===== config.mk =====
export PLATFORM = sky130hd
export DESIGN_NAME = aux_xact_engine
export DESIGN_NICKNAME = d
export VERILOG_FILES = /design/src/rtl/aux_xact_engine.sv
export SDC_FILE = /design/constraint.sdc
export NUM_CORES = 1
export LEC_CHECK = 0
export ABC_AREA = 1
export BUFFER_PORTS_ARGS = -buffer_cell sky130_fd_sc_hd__buf_2
export CORE_ASPECT_RATIO = 0.75
export CORE_MARGIN = 3
export CORE_UTILIZATION = 30
export CTS_BUF_LIST = sky130_fd_sc_hd__clkbuf_4 sky130_fd_sc_hd__clkbuf_8
export DETAILED_ROUTE_END_ITERATION = 8
export PLACE_DENSITY = 0.55
export SYNTH_ARGS = -nofsm -noshare
export SYNTH_HDL_FRONTEND = slang
export SYNTH_SLANG_ARGS = --single-unit

===== constraint.sdc =====
create_clock -name clk -period 4.9 [get_ports clk]
set_input_delay 1.47 -clock clk [delete_from_list [all_inputs] [get_ports clk]]
set_output_delay 1.47 -clock clk [all_outputs]
set_load 0.005 [all_outputs]

===== src/rtl/aux_xact_engine.sv =====
module aux_xact_engine #(
  parameter int CLK_HZ     = 100_000_000,
  parameter int TIMEOUT_US = 400,
  parameter int MAX_SIZE   = 16
)(
  input  logic        clk,
  input  logic        rst_n,
  input  logic        cmd_we,
  input  logic [3:0]  cmd_req,
  input  logic [19:0] cmd_addr,
  input  logic [4:0]  cmd_size,
  input  logic        fifo_we,
  input  logic [7:0]  fifo_wdata,
  input  logic        go,
  input  logic        done_ack,
  output logic [31:0] status,
  output logic [3:0]  reply_code,
  input  logic        rd_next,
  output logic [7:0]  rd_data,
  output logic        tx_valid,
  output logic [7:0]  tx_data,
  input  logic        tx_ready,
  input  logic        rx_valid,
  input  logic [7:0]  rx_data,
  input  logic        rx_last,
  input  logic        rx_err,
  output logic        rx_ready
);
  localparam int TO_CYC = (CLK_HZ / 1_000_000) * TIMEOUT_US;
  localparam int TW     = $clog2(TO_CYC + 1);
  localparam int PW     = $clog2(MAX_SIZE);
  localparam int FCW    = $clog2(MAX_SIZE + 1);
  localparam int RD     = MAX_SIZE + 1;
  localparam int CW     = $clog2(RD + 1);

  typedef enum logic [1:0] {S_IDLE, S_TX, S_RX} state_t;
  state_t st;

  logic [3:0]  req;
  logic [19:0] addr;
  logic [4:0]  size;
  logic [5:0]  idx;
  logic [7:0]  fifo [MAX_SIZE];
  logic [PW-1:0] wp, rp;
  logic [FCW-1:0] fcnt;
  logic [7:0]  rbuf [RD];
  logic [CW-1:0] rcnt, rptr;
  logic [TW-1:0] tmr;
  logic done, tmo, rxe, ovf, bad;

  wire       is_wr   = ~req[0];
  wire       code_ok = ~req[1] & ~(req[3] & req[2]);
  wire       size_ok = int'(size) <= MAX_SIZE;
  wire [5:0] total   = 6'd3 + {5'd0, size != 5'd0} + (is_wr ? {1'b0, size} : 6'd0);
  wire       idle    = st == S_IDLE;
  wire       tx_fire = tx_valid & tx_ready;
  wire       last_tx = tx_fire && idx == total - 6'd1;
  wire       rx_fire = rx_valid & rx_ready;
  wire       rx_end  = rx_fire & rx_last;
  wire       expire  = st == S_RX && !rx_end && tmr == TW'(TO_CYC - 1);
  wire       reject  = idle && go && !(code_ok && size_ok);
  wire       flush   = rx_end || expire || reject;
  wire       push    = fifo_we && idle && fcnt != FCW'(MAX_SIZE);
  wire       pop     = tx_fire && idx >= 6'd4;
  wire [CW-1:0] rsel = rptr + 1'b1;

  assign tx_valid   = st == S_TX;
  assign rx_ready   = st == S_RX;
  assign status     = {3'b000, 5'(rcnt), 18'd0, bad, ovf, rxe, tmo, ~idle, done};
  assign reply_code = (rcnt != '0) ? rbuf[0][7:4] : 4'h0;
  assign rd_data    = (rsel < rcnt) ? rbuf[rsel] : 8'h00;

  always_comb begin
    case (idx)
      6'd0:    tx_data = {req, addr[19:16]};
      6'd1:    tx_data = addr[15:8];
      6'd2:    tx_data = addr[7:0];
      6'd3:    tx_data = {3'b000, size - 5'd1};
      default: tx_data = fifo[rp];
    endcase
  end

  always_ff @(posedge clk) if (push) fifo[wp] <= fifo_wdata;

  always_ff @(posedge clk or negedge rst_n) begin
    if (!rst_n) begin
      wp <= '0; rp <= '0; fcnt <= '0;
    end else if (flush) begin
      wp <= '0; rp <= '0; fcnt <= '0;
    end else begin
      if (push) wp <= (wp == PW'(MAX_SIZE - 1)) ? '0 : wp + 1'b1;
      if (pop)  rp <= (rp == PW'(MAX_SIZE - 1)) ? '0 : rp + 1'b1;
      fcnt <= fcnt + FCW'(push) - FCW'(pop);
    end
  end

  always_ff @(posedge clk) if (rx_fire && rcnt < CW'(RD)) rbuf[rcnt] <= rx_data;

  always_ff @(posedge clk or negedge rst_n) begin
    if (!rst_n) begin
      st <= S_IDLE; req <= '0; addr <= '0; size <= '0; idx <= '0; tmr <= '0;
      rcnt <= '0; rptr <= '0;
      done <= 1'b0; tmo <= 1'b0; rxe <= 1'b0; ovf <= 1'b0; bad <= 1'b0;
    end else begin
      if (done_ack) done <= 1'b0;
      if (rd_next && rsel < rcnt) rptr <= rsel;
      case (st)
        S_IDLE: begin
          if (cmd_we) begin
            req <= cmd_req; addr <= cmd_addr; size <= cmd_size;
          end
          if (go) begin
            rcnt <= '0; rptr <= '0;
            tmo <= 1'b0; rxe <= 1'b0; ovf <= 1'b0; bad <= 1'b0; done <= 1'b0;
            if (reject) begin
              bad  <= 1'b1;
              done <= 1'b1;
            end else begin
              st  <= S_TX;
              idx <= '0;
            end
          end
        end
        S_TX: begin
          if (tx_fire) idx <= idx + 6'd1;
          if (last_tx) begin
            st  <= S_RX;
            tmr <= '0;
          end
        end
        S_RX: begin
          if (rx_fire) begin
            if (rx_err) rxe <= 1'b1;
            if (rcnt < CW'(RD)) rcnt <= rcnt + 1'b1;
            else                ovf  <= 1'b1;
          end
          if (rx_end) begin
            done <= 1'b1;
            st   <= S_IDLE;
          end else if (expire) begin
            tmo  <= 1'b1;
            done <= 1'b1;
            rcnt <= '0;
            st   <= S_IDLE;
          end else begin
            tmr <= tmr + 1'b1;
          end
        end
        default: st <= S_IDLE;
      endcase
    end
  end
endmodule



Yosys cells after proc, flatten, opt, wreduce, memory -nomap -nowiden
Memory sizes are Yosys's and may differ from the RTL's.
Index checks and enable logic that the tools add are counted.
Widths: inputs -> output; s select.
{ "totals": {"register_bits": 81, "ramBits": 264, "in_bits": 56, "output_inout_bits": 54, "memories": 2} }
{ "mem_list": {"columns": ["memory", "words", "word_bits", "rd", "rd_ports_with_merged_regs", "wr", "line", "rtl"], "rows": [
  ["rbuf", 17, 8, 2, 0, 1, "46", "logic [7:0] rbuf [RD];"],
  ["fifo", 16, 8, 1, 0, 1, "43", "logic [7:0] fifo [MAX_SIZE];"]
]} }
{ "op_classes": {"add_sub_neg": 12, "order_cmp": 4, "eq_ne": 21, "muxes": 54, "bitwise": 8, "n_reduce_logical": 33} }
{ "op_table": {"columns": ["cell", "n"], "rows": [
  ["$mux 5", 10],
  ["$mux 16", 3],
  ["$pmux 16 s2", 1],
  ["$pmux 8 s4", 1],
  ["$mux 4", 7],
  ["$reduce_and 4->1", 6],
  ["$mux 6", 3],
  ["$add 16x1->16 const B", 1],
  ["$eq 16x16->1 const B", 1],
  ["$mux 1", 16],
  ["$eq 6x2->1 const B", 2],
  ["$ne 2x2->1 const B", 6],
  ["$pmux 6 s2", 1],
  ["$logic_and 1x1->1", 11],
  ["$add 5x1->5 const B", 2],
  ["$mux 2", 5],
  ["$pmux 5 s2", 1],
  ["$reduce_bool 2->1", 5],
  ["$reduce_bool 5->1", 2],
  ["$add 4x1->4 const B", 2],
  ["$eq 4x4->1 const B", 2],
  ["$mux 8", 1],
  ["$ne 2x1->1 const B", 4],
  ["$pmux 1 s2", 4],
  ["25 further kinds", 35]
]} }

Depth between registers and ports, before layout
{ "depth": {"depth_word": 9, "depth_mapped": 18, "depth_no_buf": 17} }

Worst setup path after synthesis
No wires, ideal clock.
{ "synth_timing": {"path_type": "reg2out", "startpoint": "register rptr[1]", "endpoint": "output port rd_data[5]", "arrival_ns": 2.071, "required_ns": 3.430, "slack_ns": 1.359, "path_stages_with_launch": 11, "path_buffers": 2, "cell_sequence": "dfrtp_1 -> ha_1 -> xor2_2 -> buf_4 -> ha_1 -> a21oi_1 -> o21a_1 -> and2_1 -> buf_2 -> o21ai_0 -> a21oi_1"} }
{ "synth_between": {"elab_chain_cells": 3, "elab_cells_between_ends": 4} }
{ "synth_lines": {"columns": ["item", "line", "rtl"], "rows": [
  ["start, declared", "47", "logic [CW-1:0] rcnt, rptr;"],
  ["start signal, assigned", "106", "if (rd_next && rsel < rcnt) rptr <= rsel;"],
  ["$add 5x1->5 (*)", "65", "wire [CW-1:0] rsel = rptr + 1'b1;"],
  ["$mem_v2 17x8 or $lt 5x5->1 (tied branches)", null, null],
  ["$mux 8 (*)", "71", "assign rd_data = (rsel < rcnt) ? rbuf[rsel] : 8'h00;"],
  ["end, declared", "19", "output logic [7:0] rd_data,"]
]} }
Mark *: on every way between the ends. The rest lies on a longest branch, timed or not.

Worst setup path in the final report
{ "layout_timing": {"startpoint": "register rptr[0]", "endpoint": "output port rd_data[6]"} }
Same word-level chain as after synthesis.

==> summary.txt <==
max_cap viols = 0
CP max FO = 17
Reg clk slew, reported paths = 60 ps
Port Buffer Count = 88
Iter 0 DRT Violations = 843
Worst-Skew Late Latency = 690 ps
IO Pins = 110
reg2reg start = st[0]
Worst-Margin Slew = 986 ps
commonest non-fill, non-tap cell in the layout = nand2_1
simple-gate share of the synthesized area = 0.211
CTS buffer count = 55
post-synthesis adder-cell area fraction = 0.0241
slew margin rel. = 0.340
number of distinct library cells after synthesis = 45
final hold violations = 0
Tmin final = 4650 ps
core box area = 0.0520 mm^2
Seq/Total Area, Yosys = 0.626
setup TNS = 0 ps
vias post-DR = 11200
most frequent cells in the layout = nand2_1 (317), edfxtp_1 (264), nor2_1 (218), nand3_1 (175), buf_2 (87)
FF-to-FF End = fcnt[4]
final setup margin = 247 ps
LEAKAGE = 7.05 nW
Worst R2R Path Depth = 13
first-pass GRT wire length = 62.1 mm
Tot GR Track Use = 0.141
YS warnings = 0
Min-Delay Path Depth = 2
total power = 9.42 mW
largest net degree at the start of global routing = 64
synthesis-to-layout area growth = 13.7%
CTS tree = done
Place WS = 780 ps
largest cells by area after synthesis = edfxtp_1 (50%), dfrtp_1 (13%), nand2_1 (7.5%), nand3_1 (5.5%), nor2_1 (5.1%)
Critical Path RT = 3430 ps
area share of xor/xnor cells in the synthesized design = 0.0147
Slew Viols, Final = 0
pwr/cell area = 521 mW/mm^2
via/cell ratio = 4.71
Post-DRT Antenna Nets = 0
IR drop worst, VDD = 0.000274 V
post-synthesis average cell area = 10.3 um^2
unrepaired setup endpoints after global routing = no
WL per Instance = 16.6 um
Yosys top cell area share = 0.499
Final Cell Area = 0.0181 mm^2
FP Rows = 72
Crit path max-delay family = simple AND/OR/NAND/NOR gates
DRC viols = 0
Crit. Startpoint = rptr[0]
Worst Path Arrival = 3180 ps
Clock H-tree levels = 2
fillcell total = 5258
Post-CTS Setup Repair Bufs = 0
Hold Path Class = flip-flop to flip-flop
initial antenna violation count = 1
Die H = 205 um
outcome = completed
gp weighted congestion = 0.812
clock root cell = clkbuf_8
total wire length = 39.5 mm
Mapped Area = 0.0159 mm^2
ys async rst share = 0.235
compound-gate portion of the synthesized area = 0.0565
GRT Residual Overflow = 0
fraction of synthesized area in multiplexers = 0.0163
Hold WS = 499 ps
final setup violation count = 0
Buf+Inv Stages, Crit Path = 2
Die W = 272 um
flop2flop setup slack = 1970 ps
number of synthesized flops with an enable pin = 264
critical path cell sequence = ha_1, nand3_1, nand2_1, nand2_2, inv_1, ha_1, a21oi_1, o21a_1, and2_1, o21ai_0, a21oi_1, buf_2
register area = 0.00996 mm^2
Final #Nets = 1715
CP max stage cell = dfrtp_2
Tcrit/Tclk final = 0.950
clk sinks = 345
crit path launch type = flip-flop
Area after DPL = 0.0169 mm^2
footprint of the multi-input gates = 0.00522 mm^2
FF+latch count, synth = 345
ys flop type = edfxtp_1
drt pass-1 iters = 7
HPWL after detailed placement = 26.3 mm
Syn Inst Count = 1537
post-cts gate resize count = 0
main combinational cell family by area after synthesis = simple AND/OR/NAND/NOR gates
kind of critical path = flip-flop to primary output
leading area contributor after synthesis = edfxtp_1
max frequency = 0.215 GHz
Final Skew = 74.7 ps
DIE AREA = 0.0558 mm^2
Hold Startpoint = ovf
WHS Endpoint = ovf
cts hold-fix bufs = 0
Starting Density = 0.306
layout cells sized above 1 = 0.155
clock tree buffer depth = 3
Max stage delay on crit path = 420 ps
CP Capture Type = primary output
vias in the first global route = 11000
[cell families after synthesis]
logic type	Yosys count
AOI/OAI and AO/OA	164
and+or+nand+nor	771
adders and majority gates	30
other	1
DFF	345
muxes	23
xor gates and xnor gates	25
buffers and inverters	178
[worst register-to-register path, stage by stage (launching register included)]
cell     delay [ps]
dfrtp_1         440
nor2_1          390
nand3_1         350
ha_1            390
inv_1            40
ha_1            190
fa_1            380
nand2_1          80
inv_1            40
nor2_1           90
nor2_1           50
nor2_1          120
xor2_1          160
nor2_1           60
[layer usage]
metal  wire (um)  track usage  share of wire  vias to the layer above
met5          12            0        0.00030                        -
met4         736       0.0370          0.019                        2
met3        2390       0.0303          0.060                       70
met2       16600        0.208           0.42                      295
met1       19800        0.209           0.50                     5417
li1            -            -              -                     5399
[cells in the mapped netlist, types with 2 or more instances]
cell      instances
nor2_4            6
nor2_1          218
inv_2             8
nor2_2            3
o21ai_0          84
buf_1             5
xor2_1           19
nand2_8           2
nor3_1            6
xor2_2            2
clkbuf_1         35
o22ai_1          21
o211ai_1         10
a21oi_1          38
nand2_1         318
nand2_2          17
nand3_1         175
mux2_2           23
buf_2            15
clkinv_1          3
ha_1             29
xnor2_1           4
o31ai_1           2
nor3b_1           2
dfrtp_1          81
nand3_2           4
o21ai_1           5
inv_1            82
edfxtp_1        264
buf_4            28
nand4_1          14
[stage by stage]
stage,std cells,util
4_1_cts,2375,0.348
5_1_grt,2375,0.348
3_5_place_dp,2275,0.326
3_3_place_gp,2275,0.326
2_1_floorplan,1557,-
6_report,2376,0.348
[power breakdown]
group,internal [mW],switching (mW)
registers,3.43,0.221
clock network,1.34,1.23
logic,1.08,2.13
[area by class of cell]
class / count / area share
clock inverters: 27 / 0.0120
clock buffers: 73 / 0.0504
inverters: 93 / 0.0193
multi-input cells: 1034 / 0.289
well taps: 703 / 0.0486
repair buffers: 100 / 0.0302
diodes: 1 / 0.000138
flip-flops and latches: 345 / 0.551
[how the worst max path moves through the flow]
stage,end,slack (ps),cells past startpoint
6_report,rd_data[6],250,12
3_3_place_gp,rd_data[0],920,12
2_1_floorplan,rd_data[5],1360,10
3_5_place_dp,rd_data[6],780,12
5_1_grt,rd_data[0],3,12
4_1_cts,rd_data[6],10,12
[flip-flops by register name, indices dropped and copies added, names as in the netlist]
signal and count:
addr 20, bad 1, done 1, fcnt 5, fifo 128, idx 6
ovf 1, rbuf 136, rcnt 5, req 4, rp 4, rptr 5
rxe 1, size 5, st 2, tmo 1, tmr 16, wp 4
Note: power is estimated with default switching activity, not from simulation.
